$ cat src/rtl/hwloop_pkg.sv
package hwloop_pkg;

    typedef enum logic {
        RPT_ONE   = 1'b0,
        RPT_RANGE = 1'b1
    } rpt_mode_e;

    typedef enum logic {
        LP_IDLE = 1'b0,
        LP_RUN  = 1'b1
    } lp_state_e;

    typedef struct packed {
        logic accept;
        logic reject;
        logic arm;
    } cmd_verdict_t;

    function automatic cmd_verdict_t judge(input logic valid, input logic busy,
                                           input logic multi);
        cmd_verdict_t v;
        v.accept = valid && !busy;
        v.reject = valid && busy;
        v.arm    = valid && !busy && multi;
        return v;
    endfunction

endpackage

$ cat src/rtl/hwloop_cmd.sv
module hwloop_cmd
    import hwloop_pkg::*;
#(
    parameter int AW = 16,
    parameter int CW = 16
) (
    input  logic          clk,
    input  logic          rst,
    input  logic          cmd_valid,
    input  logic          cmd_mode,
    input  logic [AW-1:0] cmd_pc,
    input  logic [AW-1:0] cmd_end,
    input  logic [CW-1:0] cmd_count,
    input  logic          busy,
    output logic          take,
    output logic          arm,
    output logic [AW-1:0] body_start,
    output logic [AW-1:0] body_stop,
    output logic [CW-1:0] extra,
    output logic          flush,
    output logic          err
);

    cmd_verdict_t verdict;
    rpt_mode_e    mode;

    always_comb begin
        mode       = rpt_mode_e'(cmd_mode);
        verdict    = judge(cmd_valid, busy, |cmd_count[CW-1:1]);
        take       = verdict.accept;
        arm        = verdict.arm;
        body_start = cmd_pc + AW'(1);
        body_stop  = (mode == RPT_ONE) ? body_start : cmd_end;
        extra      = cmd_count - CW'(1);
    end

    always_ff @(posedge clk) begin
        if (rst) begin
            flush <= 1'b0;
            err   <= 1'b0;
        end else begin
            flush <= verdict.accept;
            err   <= verdict.reject;
        end
    end

endmodule

$ cat src/rtl/hwloop_counter.sv
module hwloop_counter
    import hwloop_pkg::*;
#(
    parameter int CW = 16
) (
    input  logic          clk,
    input  logic          rst,
    input  logic          load,
    input  logic          arm,
    input  logic [CW-1:0] load_val,
    input  logic          step,
    input  logic          last,
    output logic          active,
    output logic          rem_zero
);

    lp_state_e     state;
    logic [CW-1:0] rem;

    always_ff @(posedge clk) begin
        if (rst) begin
            state <= LP_IDLE;
            rem   <= '0;
        end else if (load) begin
            state <= arm ? LP_RUN : LP_IDLE;
            rem   <= load_val;
        end else if (state == LP_RUN) begin
            if (last) begin
                state <= LP_IDLE;
            end else if (step) begin
                rem <= rem - CW'(1);
            end
        end
    end

    assign active   = (state == LP_RUN);
    assign rem_zero = (rem == '0);

endmodule

$ cat src/rtl/hwloop_redirect.sv
module hwloop_redirect #(
    parameter int AW = 16
) (
    input  logic          active,
    input  logic          fetch_valid,
    input  logic [AW-1:0] fetch_pc,
    input  logic [AW-1:0] body_start,
    input  logic [AW-1:0] body_stop,
    input  logic          rem_zero,
    output logic [AW-1:0] next_pc,
    output logic          step,
    output logic          last
);

    logic at_end;

    always_comb begin
        at_end  = active && fetch_valid && (fetch_pc == body_stop);
        step    = at_end && !rem_zero;
        last    = at_end && rem_zero;
        next_pc = step ? body_start : fetch_pc + AW'(1);
    end

endmodule

$ cat src/rtl/hwloop_ctrl.sv
module hwloop_ctrl #(
    parameter int AW = 16,
    parameter int CW = 16
) (
    input  logic          clk,
    input  logic          rst,
    input  logic          cmd_valid,
    input  logic          cmd_mode,
    input  logic [AW-1:0] cmd_pc,
    input  logic [AW-1:0] cmd_end,
    input  logic [CW-1:0] cmd_count,
    input  logic          fetch_valid,
    input  logic [AW-1:0] fetch_pc,
    output logic [AW-1:0] next_pc,
    output logic          flush,
    output logic          loop_active,
    output logic          loop_done,
    output logic          cmd_err
);

    logic          take, arm, step, last, rem_zero;
    logic [AW-1:0] new_start, new_stop;
    logic [AW-1:0] lp_start, lp_stop;
    logic [CW-1:0] extra;

    hwloop_cmd #(.AW(AW), .CW(CW)) u_cmd (
        .clk        (clk),
        .rst        (rst),
        .cmd_valid  (cmd_valid),
        .cmd_mode   (cmd_mode),
        .cmd_pc     (cmd_pc),
        .cmd_end    (cmd_end),
        .cmd_count  (cmd_count),
        .busy       (loop_active),
        .take       (take),
        .arm        (arm),
        .body_start (new_start),
        .body_stop  (new_stop),
        .extra      (extra),
        .flush      (flush),
        .err        (cmd_err)
    );

    always_ff @(posedge clk) begin
        if (rst) begin
            lp_start <= '0;
            lp_stop  <= '0;
        end else if (take) begin
            lp_start <= new_start;
            lp_stop  <= new_stop;
        end
    end

    hwloop_counter #(.CW(CW)) u_cnt (
        .clk      (clk),
        .rst      (rst),
        .load     (take),
        .arm      (arm),
        .load_val (extra),
        .step     (step),
        .last     (last),
        .active   (loop_active),
        .rem_zero (rem_zero)
    );

    hwloop_redirect #(.AW(AW)) u_redir (
        .active      (loop_active),
        .fetch_valid (fetch_valid),
        .fetch_pc    (fetch_pc),
        .body_start  (lp_start),
        .body_stop   (lp_stop),
        .rem_zero    (rem_zero),
        .next_pc     (next_pc),
        .step        (step),
        .last        (last)
    );

    assign loop_done = last;

endmodule

$ cat config.mk
export PLATFORM = sky130hd
export DESIGN_NAME = hwloop_ctrl
export DESIGN_NICKNAME = d
export VERILOG_FILES = /design/src/rtl/hwloop_pkg.sv /design/src/rtl/hwloop_cmd.sv /design/src/rtl/hwloop_counter.sv /design/src/rtl/hwloop_redirect.sv /design/src/rtl/hwloop_ctrl.sv
export SDC_FILE = /design/constraint.sdc
export NUM_CORES = 1
export LEC_CHECK = 0
export BUFFER_PORTS_ARGS = -buffer_cell sky130_fd_sc_hd__buf_2
export CORE_ASPECT_RATIO = 1.75
export CORE_MARGIN = 10
export CORE_UTILIZATION = 34
export CTS_BUF_LIST = sky130_fd_sc_hd__clkbuf_8
export CTS_CLUSTER_SIZE = 8
export DETAILED_ROUTE_END_ITERATION = 8
export PLACE_DENSITY_LB_ADDON = 0.1
export SYNTH_ARGS = -nofsm -noshare
export SYNTH_HDL_FRONTEND = slang
export SYNTH_SLANG_ARGS = --single-unit
$ cat constraint.sdc
create_clock -name clk -period 3.5 [get_ports clk]
set_input_delay 0.7 -clock clk [delete_from_list [all_inputs] [get_ports clk]]
set_output_delay 0.7 -clock clk [all_outputs]
set_load 0.02 [all_outputs]
# --- Word-level counts from Yosys, hierarchy flattened ---
# Index checks and enable logic that the tools add are counted.
classes:
  addsub: 4
  eq_ne: 2
  n_mux: 10
  n_reduce_logical: 14
op_table:
  columns: ["op", "count"]
  rows:
  - ["2-to-1 mux 16 bit", 6]
  - ["adder 16 x 1 -> 16 bit (second input constant)", 2]
  - ["subtractor 16 x 1 -> 16 bit (second input constant)", 2]
  - ["equality test 16 bit", 1]
  - ["zero test 16 bit", 1]
  - ["OR reduction 15 bit", 1]
  - ["logical AND 1 bit", 7]
  - ["2-to-1 mux 1 bit", 4]
  - ["nonzero test 2 bit", 2]
  - ["AND reduction 3 bit", 1]
  - ["zero test 1 bit", 2]
  - ["inequality test 2 x 1 -> 1 bit (second input constant)", 1]
totals:
  reg_bits: 51
  output_inout_bits: 20
  wordCells: 36

# --- Depth between registers and ports, before layout ---
# Gate-level depths: netlist of the first run.
depth:
  depth_word: 7
  depth_mapped: 12
  depth_no_buf: 9

# --- Hierarchy ---
# A second synthesis of the first run with hierarchy kept.
hier_totals:
  cells_unflattened: 421
  hier_area_um2: 3732.3
modules_own_cells:
  columns: ["mod", "n_inst", "cells_each", "area_per_inst_um2"]
  rows:
  - ["hwloop_ctrl", 1, 103, 1163.6]
  - ["hwloop_counter", 1, 125, 993.5]
  - ["hwloop_cmd", 1, 109, 882.1]
  - ["hwloop_redirect", 1, 84, 693.2]

# --- Worst setup path after synthesis of the first run ---
# No wires, ideal clock.
synth_timing:
  kind: "input to register"
  start: "input cmd_valid"
  end: "register u_cnt.rem[10]"
  arrival_time_ns: 3.137
  t_required_ns: 3.383
  setup_slack_ns: 0.246
  stages: 12
  cell_sequence: "nor2b_1 buf_2 buf_1 clkbuf_1 mux2i_1 ha_1 o211ai_1 nor3_2 and3b_1 nand2_1 xnor2_1 a22o_1"
synth_via:
  elab_chain_cells: 3
  elab_cells_between_ends: 6
  classes_between: "eq/ne: 1; mux: 1; reduce/logical: 4"
synth_lines:
  columns: ["element", "line", "text"]
  rows:
  - ["start: declaration", "hwloop_ctrl.sv:7", "input logic cmd_valid,"]
  - ["logical AND 1 bit *", "hwloop_pkg.sv:22", "v.accept = valid && !busy;"]
  - ["inequality test 2 x 1 -> 1 bit (no source line) / nonzero test 2 bit (equally long branches)", null, null]
  - ["AND reduction 3 bit (no source line)", null, null]
  - ["end signal: assignment", "hwloop_counter.sv:26", "rem <= load_val;"]
  - ["end signal: assignment", "hwloop_counter.sv:31", "rem <= rem - CW'(1);"]
  - ["end: declaration", "hwloop_counter.sv:18", "logic [CW-1:0] rem;"]
# Mark *: on every way between the ends. The rest lies on a longest branch, timed or not.
# A chain may end at the register's enable or synchronous reset.

# --- Final worst setup path of the first run ---
layout_timing:
  start: "input fetch_pc[2]"
  end: "output next_pc[11]"
layout_via:
  elab_chain_cells: 4
  elab_cells_between_ends: 5
  classes_between: "add/sub: 1; eq/ne: 1; mux: 1; reduce/logical: 2"
layout_lines:
  columns: ["element", "line", "text"]
  rows:
  - ["start: declaration", "hwloop_ctrl.sv:13", "input logic [AW-1:0] fetch_pc,"]
  - ["branches (longest 3 deep; another with adder 16 x 1 -> 16 bit)", null, null]
  - ["2-to-1 mux 16 bit *", "hwloop_redirect.sv:21", "next_pc = step ? body_start : fetch_pc + AW'(1);"]
  - ["end: declaration", "hwloop_ctrl.sv:14", "output logic [AW-1:0] next_pc,"]
# Mark *: on every way between the ends.

==> results of run 1 <==
==> state kept, by name (all words and copies together), names as in the netlist <==
register and flops:
u_cmd.flush 1, u_cmd.err 1, lp_stop 16, u_cnt.rem 16
u_cnt.active 1, lp_start 16
==> report_power, final <==
part / internal, mW / switching (mW)
clock: 0.180 / 0.205
combinational: 0.165 / 0.239
sequential: 0.627 / 0.0375
==> cell type report <==
cell class	instances	share of cell area, %
well taps	125	3.751
multi-input cells	387	56.63
inverters	1	0.09004
clock buffers	7	2.311
clock inverters	1	0.1801
flip-flops and latches	51	24.49
repair buffers	99	12.55
==> kinds of logic (layout without fill, tap and decap cells) <==
logic type / after synthesis / in the layout / synth area share (%)
fa+ha+maj: 3 / 3 / 1.075
mux: 10 / 10 / 3.009
simple gates: 218 / 218 / 30.48
xor+xnor: 68 / 68 / 17.05
flops: 51 / 51 / 29.23
buf+inv: 27 / 108 / 3.402
compound gates: 88 / 88 / 15.76
==> cell usage in the layout, fill, tap and decap left out, types with 3 or more instances in the layout <==
master	count
buf_4	11
nor4_2	3
ha_1	3
or3_1	3
nand3_1	15
a21oi_1	34
mux2i_1	8
nor2_1	72
a211oi_1	27
and3_1	3
clkbuf_8	7
nand4_1	9
and4_1	4
nand2_1	69
xnor2_1	26
nand3b_1	6
o21ai_0	16
xor2_1	42
nor2_2	3
dfxtp_1	51
nor4_1	6
buf_2	88
nor3_1	11
==> final timing paths <==
kind         depth (start not counted)                    endpoint  slack [ns]                startpoint
max reg2reg                         10  u_cnt.rem[10]$_SDFFE_PP0P_        0.89   u_cnt.active$_SDFF_PP0_
max                                  9                 next_pc[11]        0.33               fetch_pc[2]
min                                  2    lp_start[1]$_SDFFE_PP0N_        0.46  lp_start[1]$_SDFFE_PP0N_
min reg2reg                          2    lp_start[1]$_SDFFE_PP0N_        0.46  lp_start[1]$_SDFFE_PP0N_
==> per-stage QoR <==
step	hold WS (ns)	setup slack, ns	utilization (%)	cells
floorplan	0.4329	0.2461	-	465
global placement	0.4401	0.4181	40.78	663
detailed placement	0.4482	0.3509	40.78	663
CTS	0.4626	0.3241	41.82	671
global route	0.4943	0.1719	41.82	671
finish	0.4586	0.3302	41.82	671
==> critical path: cells and delay by family <==
family                    cells  cell delay (ns)
and+or+nand+nor               4             1.00
buffers and inverters         3             0.55
xor gates and xnor gates      1             0.17
AOI/OAI and AO/OA             1             0.05
==> metal layers <==
| layer | part of all wire, % | up-vias |
|---|---|---|
| li1 | - | 1769 |
| met1 | 40 | 1529 |
| met2 | 54 | 77 |
| met3 | 3.8 | 14 |
| met4 | 2.6 | 0 |
| met5 | 0 | - |
==> flow_results.xml, run 1 <==
<?xml version="1.0" encoding="UTF-8"?>
<metrics>
  <group name="placement">
    <metric name="port_buffers" unit="">88</metric>
    <metric name="detailedPlacementHpwl" unit="mm">8.819</metric>
    <metric name="detailed_place.area" unit="mm^2">0.004065</metric>
    <metric name="gp_congestion" unit="">0.8599</metric>
  </group>
  <group name="global_route">
    <metric name="met2_usage" unit="%">26.95</metric>
    <metric name="number_of_antenna_violations_at_the_first_check_in_global_routing" unit="">0</metric>
    <metric name="track_usage" unit="%">14.38</metric>
    <metric name="first_global_vias" unit="">3641</metric>
    <metric name="gr-total-overflow" unit="">0</metric>
    <metric name="grt-busiest-layer" unit="">met2</metric>
    <metric name="grt_first_pass_wirelength" unit="mm">17.93</metric>
    <metric name="grtUsageMet3" unit="%">2.647</metric>
    <metric name="maximum_number_of_pins_on_one_net_before_global_route_repair" unit="">47</metric>
    <metric name="grt.met1_usage" unit="%">15.26</metric>
  </group>
  <group name="job">
    <metric name="max_cap_violations" unit="">0</metric>
  </group>
  <group name="detailed_routing">
    <metric name="vias" unit="">3389</metric>
    <metric name="routed_wire_length_per_instance" unit="um">16.10</metric>
    <metric name="first_pass_iters" unit="">4</metric>
    <metric name="initialDrtViolationCount" unit="">115</metric>
    <metric name="wirelength" unit="mm">10.80</metric>
    <metric name="drt-vias-per-instance" unit="">5.051</metric>
    <metric name="drc" unit="">0</metric>
    <metric name="ant_nets" unit="">0</metric>
  </group>
  <group name="finish">
    <metric name="n_antenna_cell" unit="">0</metric>
    <metric name="area_growth_syn_to_layout" unit="%">19.34</metric>
    <metric name="fill_cell_total_of_the_finished_layout" unit="">1123</metric>
    <metric name="final_nets" unit="">617</metric>
    <metric name="multi_input_comb_area" unit="mm^2">0.002361</metric>
    <metric name="regArea" unit="mm^2">0.001021</metric>
    <metric name="share_of_final_layout_standard_cells_stronger_than_drive_strength_1" unit="%">22.71</metric>
    <metric name="layout.cell_area.non_filler" unit="mm^2">0.004169</metric>
  </group>
  <group name="cts">
    <metric name="cts_tree" unit="">built</metric>
    <metric name="cts.reportedPaths.clkPinSlew" unit="ns">0.10</metric>
    <metric name="worst_skew_pair.late_latency" unit="ns">0.32</metric>
    <metric name="cts-buffers-inserted" unit="">5</metric>
    <metric name="clk_root_buffer_cell" unit="">clkbuf_8</metric>
    <metric name="cts_buffer_depth" unit="">2</metric>
    <metric name="htreeDepth" unit="">2</metric>
    <metric name="cts_resized" unit="">0</metric>
    <metric name="number_of_sinks_on_the_clock_net" unit="">51</metric>
    <metric name="cts_hold_buf" unit="">0</metric>
    <metric name="post_cts.repair.setup_buffers" unit="">0</metric>
  </group>
  <group name="setup_path">
    <metric name="crit_slowest_cell" unit="">or3_1</metric>
    <metric name="worst_ep_required_time" unit="ns">2.80</metric>
    <metric name="worst-setup-path-type" unit="">in2out</metric>
    <metric name="timing.critical_path.slowest_cell_delay" unit="ns">0.36</metric>
    <metric name="crit_path_cell_trace" unit="">buf_2 &gt; xor2_1 &gt; nor4_2 &gt; nand3b_1 &gt; or3_1 &gt; buf_4 &gt; nor2_1 &gt; a21oi_1 &gt; buf_2</metric>
    <metric name="top_fanout_value_on_the_critical_path" unit="">25</metric>
    <metric name="setup.worst_path.end_class" unit="">output pin</metric>
    <metric name="setup.worst_path.start_class" unit="">primary input</metric>
    <metric name="timing.critical_path.mode_cell" unit="">buf_2</metric>
    <metric name="arrival" unit="ns">2.47</metric>
  </group>
  <group name="sta">
    <metric name="achievable-frequency" unit="GHz">0.3155</metric>
    <metric name="max_slew_headroom" unit="%">52.72</metric>
    <metric name="tightestPinTransition" unit="ns">0.7038</metric>
    <metric name="setup_viol" unit="">0</metric>
    <metric name="final_hold_viol_count" unit="">0</metric>
    <metric name="finalCritPeriodShare" unit="%">90.57</metric>
    <metric name="grt_setup_unrepaired" unit="">no</metric>
    <metric name="setup_tns" unit="ns">0</metric>
    <metric name="finalMaxSlewViolations" unit="">0</metric>
    <metric name="post-route-min-period" unit="ns">3.170</metric>
    <metric name="worst_clock_skew" unit="ns">0.01046</metric>
  </group>
  <group name="yosys">
    <metric name="post-synth-top-count-cell" unit="">nor2_1</metric>
    <metric name="synthesis.area_per_instance" unit="um^2">7.513</metric>
    <metric name="ys_dominant_reg_cell" unit="">dfxtp_1</metric>
    <metric name="synth.yosys.seq_area_share" unit="%">29.23</metric>
    <metric name="synth.area.top_cells" unit="">dfxtp_1 (29%), xor2_1 (11%), nor2_1 (7.7%), nand2_1 (7.4%), xnor2_1 (6.5%)</metric>
    <metric name="postSynthNetCount" unit="">537</metric>
    <metric name="synth_async_sr_flop_share" unit="%">0</metric>
    <metric name="netlist-cell-type-count" unit="">47</metric>
    <metric name="yosysWarnings" unit="">0</metric>
    <metric name="syn-cell-area" unit="mm^2">0.003493</metric>
    <metric name="syn_inst" unit="">465</metric>
    <metric name="yosys_register_bits" unit="">51</metric>
    <metric name="yosysTopAreaCell" unit="">dfxtp_1</metric>
    <metric name="yosys.area.top_type_share" unit="%">29.23</metric>
    <metric name="netlist_top_cells_count" unit="">nor2_1 (72), nand2_1 (69), dfxtp_1 (51)</metric>
    <metric name="number_of_enable_flip_flop_cells_after_synthesis" unit="">0</metric>
  </group>
  <group name="floorplan">
    <metric name="die_height" unit="um">154.1</metric>
    <metric name="floorplan.die_area" unit="mm^2">0.01489</metric>
    <metric name="die_w" unit="um">96.63</metric>
    <metric name="placementRows" unit="">48</metric>
    <metric name="top_level_ports" unit="">89</metric>
    <metric name="start_util" unit="%">35.04</metric>
    <metric name="fp.coreArea" unit="mm^2">0.009970</metric>
  </group>
  <group name="power_and_ir_drop">
    <metric name="power.density" unit="mW/mm^2">348.7</metric>
    <metric name="static-leakage-power" unit="nW">1.677</metric>
    <metric name="power" unit="mW">1.454</metric>
    <metric name="vdd_drop_max" unit="mV">0.1464</metric>
  </group>
  <group name="outcome">
    <metric name="outcome" unit="">completed</metric>
  </group>
  <group name="worst_hold_path">
    <metric name="worst_hold_path_type" unit="">reg2reg</metric>
  </group>
</metrics>
(Power assumes the default switching activity.)
==> run 2, diff against run 1 <==
Settings changed: MAX_ROUTING_LAYER set to met4.
Clock period 3.5 ns to 3.7 ns, I/O delays scaled along.
==> run 2 against run 1 <==
Sequential cell count did not move. Critical endpoint is now next_pc[3]. Via count rose by 0.38%. Largest power group unchanged. Critical path depth did not move. Routed wire length fell by 0.94%.
==> flow_results.xml, run 2 (synthesis results as in run 1) <==
<?xml version="1.0" encoding="UTF-8"?>
<metrics>
  <group name="global_route">
    <metric name="gr-total-overflow" unit="">0</metric>
    <metric name="maximum_number_of_pins_on_one_net_before_global_route_repair" unit="">47</metric>
    <metric name="track_usage" unit="%">14.48</metric>
    <metric name="first_global_vias" unit="">3539</metric>
    <metric name="number_of_antenna_violations_at_the_first_check_in_global_routing" unit="">0</metric>
    <metric name="grt_first_pass_wirelength" unit="mm">17.54</metric>
  </group>
  <group name="setup_path">
    <metric name="setup.worst_path.start_class" unit="">primary input</metric>
    <metric name="critPathTopFamily" unit="">simple AND/OR/NAND/NOR gates</metric>
    <metric name="worst-r2r-setup-slack" unit="ns">0.85</metric>
    <metric name="crit_slowest_cell" unit="">or3_1</metric>
    <metric name="timing.critical_path.depth" unit="">9</metric>
    <metric name="critPathBufInv" unit="">3</metric>
    <metric name="top_fanout_value_on_the_critical_path" unit="">25</metric>
    <metric name="arrival" unit="ns">2.49</metric>
    <metric name="reg2reg_to" unit="">u_cnt.rem[10]$_SDFFE_PP0P_</metric>
    <metric name="reg2regPathDepth" unit="">9</metric>
    <metric name="timing.critical_path.slowest_cell_delay" unit="ns">0.36</metric>
    <metric name="reg2reg_from" unit="">u_cnt.active$_SDFF_PP0_</metric>
    <metric name="worst_ep_required_time" unit="ns">2.96</metric>
    <metric name="timing.critical_path.mode_cell" unit="">buf_2</metric>
    <metric name="crit_path_cell_trace" unit="">buf_2 &gt; xor2_1 &gt; nor4_2 &gt; nand3b_1 &gt; or3_1 &gt; buf_4 &gt; nor2_1 &gt; a21oi_1 &gt; buf_2</metric>
    <metric name="setup.worst_path.end_class" unit="">output pin</metric>
    <metric name="worst-setup-path-type" unit="">in2out</metric>
  </group>
  <group name="finish">
    <metric name="layout.cell_area.non_filler" unit="mm^2">0.004135</metric>
    <metric name="mostFrequentLayoutCells" unit="">buf_2 (88), nor2_1 (72), nand2_1 (69), dfxtp_1 (51), xor2_1 (42)</metric>
    <metric name="area_growth_syn_to_layout" unit="%">18.37</metric>
    <metric name="finalNonFillerCells" unit="">669</metric>
    <metric name="fill_cell_total_of_the_finished_layout" unit="">1110</metric>
    <metric name="final_nets" unit="">615</metric>
    <metric name="share_of_final_layout_standard_cells_stronger_than_drive_strength_1" unit="%">22.24</metric>
    <metric name="registers_with_the_highest_flip_flop_counts" unit="">lp_start (16), lp_stop (16), u_cnt.rem (16)</metric>
    <metric name="n_antenna_cell" unit="">0</metric>
    <metric name="layout_commonest_cell" unit="">buf_2</metric>
  </group>
  <group name="power_and_ir_drop">
    <metric name="vdd_drop_max" unit="mV">0.1725</metric>
    <metric name="comb_power_share" unit="%">28.3</metric>
    <metric name="power_switching_share" unit="%">34.36</metric>
    <metric name="static-leakage-power" unit="nW">1.662</metric>
    <metric name="cell_internal_pwr" unit="uW">876.5</metric>
    <metric name="netSwitchingPower" unit="uW">458.8</metric>
    <metric name="clock_power_share" unit="%">24.5</metric>
    <metric name="sequentialPowerShare" unit="%">47.1</metric>
    <metric name="power.density" unit="mW/mm^2">322.9</metric>
  </group>
  <group name="sta">
    <metric name="post-route-min-period" unit="ns">3.230</metric>
    <metric name="worst_clock_skew" unit="ns">0.005723</metric>
    <metric name="max_slew_headroom" unit="%">50.55</metric>
    <metric name="setup_tns" unit="ns">0</metric>
    <metric name="setup_viol" unit="">0</metric>
    <metric name="tightestPinTransition" unit="ns">0.7360</metric>
    <metric name="finalMaxSlewViolations" unit="">0</metric>
    <metric name="finalCritPeriodShare" unit="%">87.29</metric>
    <metric name="final_hold_viol_count" unit="">0</metric>
    <metric name="holdWs" unit="ns">0.4564</metric>
    <metric name="grt_setup_unrepaired" unit="">no</metric>
    <metric name="achievable-frequency" unit="GHz">0.3096</metric>
  </group>
  <group name="job">
    <metric name="max_cap_violations" unit="">0</metric>
  </group>
  <group name="detailed_routing">
    <metric name="ant_nets" unit="">0</metric>
    <metric name="drc" unit="">0</metric>
    <metric name="routed_wire_length_per_instance" unit="um">16.00</metric>
    <metric name="wirelength" unit="mm">10.70</metric>
    <metric name="first_pass_iters" unit="">4</metric>
    <metric name="vias" unit="">3402</metric>
    <metric name="initialDrtViolationCount" unit="">93</metric>
    <metric name="drt-vias-per-instance" unit="">5.085</metric>
  </group>
  <group name="worst_hold_path">
    <metric name="hold_end" unit="">lp_start[1]$_SDFFE_PP0N_</metric>
    <metric name="min_path_cells" unit="">2</metric>
    <metric name="worst_hold_path_type" unit="">reg2reg</metric>
    <metric name="hold_start" unit="">lp_start[1]$_SDFFE_PP0N_</metric>
  </group>
  <group name="cts">
    <metric name="htreeDepth" unit="">2</metric>
    <metric name="cts_tree" unit="">built</metric>
    <metric name="cts_hold_buf" unit="">0</metric>
    <metric name="worst_skew_pair.late_latency" unit="ns">0.32</metric>
    <metric name="number_of_sinks_on_the_clock_net" unit="">51</metric>
    <metric name="cts.reportedPaths.clkPinSlew" unit="ns">0.09</metric>
    <metric name="clk_root_buffer_cell" unit="">clkbuf_8</metric>
    <metric name="cts_buffer_depth" unit="">2</metric>
    <metric name="post_cts.repair.setup_buffers" unit="">0</metric>
    <metric name="cts-buffers-inserted" unit="">5</metric>
    <metric name="cts_resized" unit="">0</metric>
  </group>
  <group name="floorplan">
    <metric name="start_util" unit="%">35.04</metric>
    <metric name="top_level_ports" unit="">89</metric>
    <metric name="die_w" unit="um">96.63</metric>
    <metric name="floorplan.die_area" unit="mm^2">0.01489</metric>
    <metric name="placementRows" unit="">48</metric>
    <metric name="fp.coreArea" unit="mm^2">0.009970</metric>
    <metric name="die_height" unit="um">154.1</metric>
  </group>
  <group name="placement">
    <metric name="gp_congestion" unit="">0.8844</metric>
    <metric name="detailed_place.area" unit="mm^2">0.004050</metric>
    <metric name="detailedPlacementHpwl" unit="mm">8.649</metric>
    <metric name="port_buffers" unit="">88</metric>
    <metric name="placed_cells" unit="">661</metric>
  </group>
  <group name="outcome">
    <metric name="outcome" unit="">completed</metric>
  </group>
</metrics>
-- run 2: cell type report --
cell class	instances	area, um^2	share of cell area [%]
multi-input cells	387	2361	57.10
flip-flops and latches	51	1021	24.69
repair buffers	97	508.0	12.28
well taps	125	156.4	3.782
clock buffers	5	68.82	1.664
clock inverters	3	16.27	0.3933
inverters	1	3.754	0.09077
-- run 2: per-layer routing --
metal | track usage, % | routed length (um) | vias up
met1 | 15.00 | 4406 | 1512
met3 | 2.019 | 301 | 24
met4 | 6.563 | 348 | 0
met5 | - | 0 | -
li1 | - | - | 1774
met2 | 26.31 | 5644 | 92
-- run 2: power by group through the flow --
| stage | sequential (mW) | clock [mW] | combinational (mW) |
|---|---|---|---|
| 6_report | 0.629 | 0.328 | 0.379 |
| 2_1_floorplan | 0.633 | 0 | 0.256 |
| 5_1_grt | 0.636 | 0.365 | 0.425 |
| 3_3_place_gp | 0.642 | 0 | 0.378 |
| 4_1_cts | 0.630 | 0.340 | 0.383 |
| 3_5_place_dp | 0.642 | 0 | 0.381 |
-- run 2: tightest hold or removal path, stage by stage (launching register included) --
cell and delay (ns):
dfxtp_1 0.32, nand2_1 0.05, a21oi_1 0.05
-- run 2: how the worst max path moves through the flow --
stage                  from  slack [ns]                    endpoint
2_1_floorplan     cmd_valid        0.41  u_cnt.rem[10]$_SDFFE_PP0P_
3_3_place_gp   fetch_pc[10]        0.51                 next_pc[14]
3_5_place_dp   fetch_pc[10]        0.44                 next_pc[13]
4_1_cts        fetch_pc[10]        0.44                 next_pc[13]
5_1_grt        fetch_pc[10]        0.30                  next_pc[0]
6_report       fetch_pc[10]        0.47                  next_pc[3]
-- run 2: stage by stage --
stage | total power, mW | setup WS (ns) | utilization (%)
after detailed placement | 1.023 | 0.4449 | 40.63
final | 1.335 | 0.4704 | 41.48
after floorplan | 0.8899 | 0.4061 | -
after CTS | 1.352 | 0.4360 | 41.48
after global placement | 1.020 | 0.5095 | 40.63
after global routing | 1.426 | 0.2951 | 41.48
==> run 3, diff against run 2 <==
Settings changed: CTS_CLUSTER_SIZE 8 to not set.
Clock period 3.7 ns to 3.8 ns, I/O delays scaled along.
==> run 3 against run 2 <==
Global-route usage fell by 0.065 points. Non-clock buffer count did not move. Die area did not move. Setup slack improved by 0.066 ns. Sequential share of layout area fell by 0.19 points. Utilization rose by 0.33 points. Clock power rose by 23%. Clock skew rose by 0.0029 ns. Hold slack improved by 0.0078 ns. Sequential power fell by 3%. Critical path type unchanged. Largest power group unchanged.
==> flow_results.xml, run 3 (synthesis results as in run 1) <==
<?xml version="1.0" encoding="UTF-8"?>
<metrics>
  <group name="placement">
    <metric name="port_buffers" unit="">88</metric>
    <metric name="detailedPlacementHpwl" unit="mm">8.707</metric>
    <metric name="gp_congestion" unit="">0.8901</metric>
    <metric name="pre_cts_slack" unit="ns">0.5043</metric>
    <metric name="detailed_place.area" unit="mm^2">0.004050</metric>
  </group>
  <group name="detailed_routing">
    <metric name="ant_nets" unit="">0</metric>
    <metric name="drc" unit="">0</metric>
    <metric name="routed_wire_length_per_instance" unit="um">16.18</metric>
    <metric name="vias" unit="">3384</metric>
    <metric name="initialDrtViolationCount" unit="">96</metric>
    <metric name="drt-vias-per-instance" unit="">5.058</metric>
    <metric name="first_pass_iters" unit="">4</metric>
    <metric name="wirelength" unit="mm">10.82</metric>
  </group>
  <group name="finish">
    <metric name="registers_with_the_highest_flip_flop_counts" unit="">lp_start (16), lp_stop (16), u_cnt.rem (16)</metric>
    <metric name="fill_cell_total_of_the_finished_layout" unit="">1099</metric>
    <metric name="final_core_util" unit="%">41.80</metric>
    <metric name="final_nets" unit="">615</metric>
    <metric name="layout.cell_area.non_filler" unit="mm^2">0.004168</metric>
    <metric name="n_antenna_cell" unit="">0</metric>
    <metric name="share_of_final_layout_standard_cells_stronger_than_drive_strength_1" unit="%">22.43</metric>
    <metric name="regArea" unit="mm^2">0.001021</metric>
    <metric name="mostFrequentLayoutCells" unit="">buf_2 (88), nor2_1 (72), nand2_1 (69), dfxtp_1 (51), xor2_1 (42)</metric>
    <metric name="area_growth_syn_to_layout" unit="%">19.31</metric>
    <metric name="layout_commonest_cell" unit="">buf_2</metric>
    <metric name="multi_input_comb_area" unit="mm^2">0.002361</metric>
  </group>
  <group name="floorplan">
    <metric name="top_level_ports" unit="">89</metric>
    <metric name="die_w" unit="um">96.63</metric>
    <metric name="fp.coreArea" unit="mm^2">0.009970</metric>
    <metric name="floorplan.die_area" unit="mm^2">0.01489</metric>
    <metric name="die_height" unit="um">154.1</metric>
    <metric name="start_util" unit="%">35.04</metric>
    <metric name="placementRows" unit="">48</metric>
  </group>
  <group name="sta">
    <metric name="final_hold_viol_count" unit="">0</metric>
    <metric name="max_slew_headroom" unit="%">52.17</metric>
    <metric name="holdWs" unit="ns">0.4642</metric>
    <metric name="final_critical_path_setup_slack" unit="ns">0.5366</metric>
    <metric name="finalCritPeriodShare" unit="%">85.88</metric>
    <metric name="setup_tns" unit="ns">0</metric>
    <metric name="grt_setup_unrepaired" unit="">no</metric>
    <metric name="post-route-min-period" unit="ns">3.263</metric>
    <metric name="worst_clock_skew" unit="ns">0.008641</metric>
    <metric name="finalMaxSlewViolations" unit="">0</metric>
    <metric name="setup_viol" unit="">0</metric>
    <metric name="tightestPinTransition" unit="ns">0.7120</metric>
    <metric name="achievable-frequency" unit="GHz">0.3064</metric>
  </group>
  <group name="setup_path">
    <metric name="reg2reg_from" unit="">u_cnt.active$_SDFF_PP0_</metric>
    <metric name="arrival" unit="ns">2.50</metric>
    <metric name="crit_slowest_cell" unit="">or3_1</metric>
    <metric name="timing.critical_path.mode_cell" unit="">buf_2</metric>
    <metric name="worst-setup-path-type" unit="">in2out</metric>
    <metric name="timing.critical_path.slowest_cell_delay" unit="ns">0.36</metric>
    <metric name="top_fanout_value_on_the_critical_path" unit="">25</metric>
    <metric name="crit_path_cell_trace" unit="">buf_2 &gt; xor2_1 &gt; nor4_2 &gt; nand3b_1 &gt; or3_1 &gt; buf_4 &gt; nor2_1 &gt; a21oi_1 &gt; buf_2</metric>
    <metric name="setup.worst_path.start_class" unit="">primary input</metric>
    <metric name="setup.worst_path.end_class" unit="">output pin</metric>
    <metric name="launch_point_of_the_worst_path" unit="">fetch_pc[10]</metric>
    <metric name="worst_ep_required_time" unit="ns">3.04</metric>
  </group>
  <group name="cts">
    <metric name="cts.reportedPaths.clkPinSlew" unit="ns">0.09</metric>
    <metric name="post_cts.repair.setup_buffers" unit="">0</metric>
    <metric name="cts_resized" unit="">0</metric>
    <metric name="cts-buffers-inserted" unit="">5</metric>
    <metric name="cts_tree" unit="">built</metric>
    <metric name="htreeDepth" unit="">2</metric>
    <metric name="cts_hold_buf" unit="">0</metric>
    <metric name="clk_root_buffer_cell" unit="">clkbuf_8</metric>
    <metric name="cts_buffer_depth" unit="">2</metric>
    <metric name="worst_skew_pair.late_latency" unit="ns">0.31</metric>
    <metric name="number_of_sinks_on_the_clock_net" unit="">51</metric>
  </group>
  <group name="global_route">
    <metric name="gr-total-overflow" unit="">0</metric>
    <metric name="number_of_antenna_violations_at_the_first_check_in_global_routing" unit="">0</metric>
    <metric name="track_usage" unit="%">14.41</metric>
    <metric name="grt_first_pass_wirelength" unit="mm">17.43</metric>
    <metric name="first_global_vias" unit="">3472</metric>
    <metric name="maximum_number_of_pins_on_one_net_before_global_route_repair" unit="">47</metric>
  </group>
  <group name="worst_hold_path">
    <metric name="worst_hold_path_type" unit="">reg2reg</metric>
    <metric name="hold_start" unit="">lp_start[1]$_SDFFE_PP0N_</metric>
  </group>
  <group name="outcome">
    <metric name="outcome" unit="">completed</metric>
  </group>
  <group name="power_and_ir_drop">
    <metric name="power.density" unit="mW/mm^2">332.3</metric>
    <metric name="static-leakage-power" unit="nW">1.677</metric>
    <metric name="vdd_drop_max" unit="mV">0.1525</metric>
  </group>
  <group name="job">
    <metric name="max_cap_violations" unit="">0</metric>
  </group>
</metrics>
run 3: cell types whose count changed in the layout (fill, tap and decap cells not counted), sizes merged:
cell	previous run	this run
clkinvlp	1	0
inv	2	1
bufinv	0	1
clkbuf	5	6
run 3: layout make-up:
cell class                      instances  share of cell area (%)
Clock buffer                            6                   1.981
Timing Repair Buffer                   97                   12.19
Clock inverter                          2                  0.8406
Multi-Input combinational cell        387                   56.65
Sequential cell                        51                   24.50
Inverter                                1                 0.09006
Tap cell                              125                   3.753
run 3: critical path, delay by kind of cell:
kind,cells,cell delay (ns)
simple gates,4,0.97
compound gates,1,0.05
buf+inv,3,0.54
xor+xnor,1,0.16
run 3: final timing paths:
path | endpoint | slack, ns | cells past startpoint
min | lp_start[1]$_SDFFE_PP0N_ | 0.46 | 2
min reg2reg | lp_start[1]$_SDFFE_PP0N_ | 0.46 | 2
max | next_pc[3] | 0.54 | 9
max reg2reg | u_cnt.rem[10]$_SDFFE_PP0P_ | 1.06 | 9
run 3: routing by layer:
| layer | part of all wire, % | track usage, % |
|---|---|---|
| met3 | 2.5 | 1.884 |
| met5 | 0 | - |
| met4 | 2.1 | 5.434 |
| met2 | 54 | 26.28 |
| met1 | 42 | 15.34 |
run 3: metrics by stage:
stage          cells  power [mW]
2_1_floorplan    465      0.8665
3_3_place_gp     661      0.9931
4_1_cts          669       1.399
5_1_grt          669       1.470
6_report         669       1.385
3_5_place_dp     661      0.9959
run 3: report_power, final:
group / switching (mW) / internal (mW) / leakage (nW)
sequential: 0.0350 / 0.578 / 0.421
clock: 0.190 / 0.213 / 0.0612
combinational: 0.220 / 0.149 / 1.20
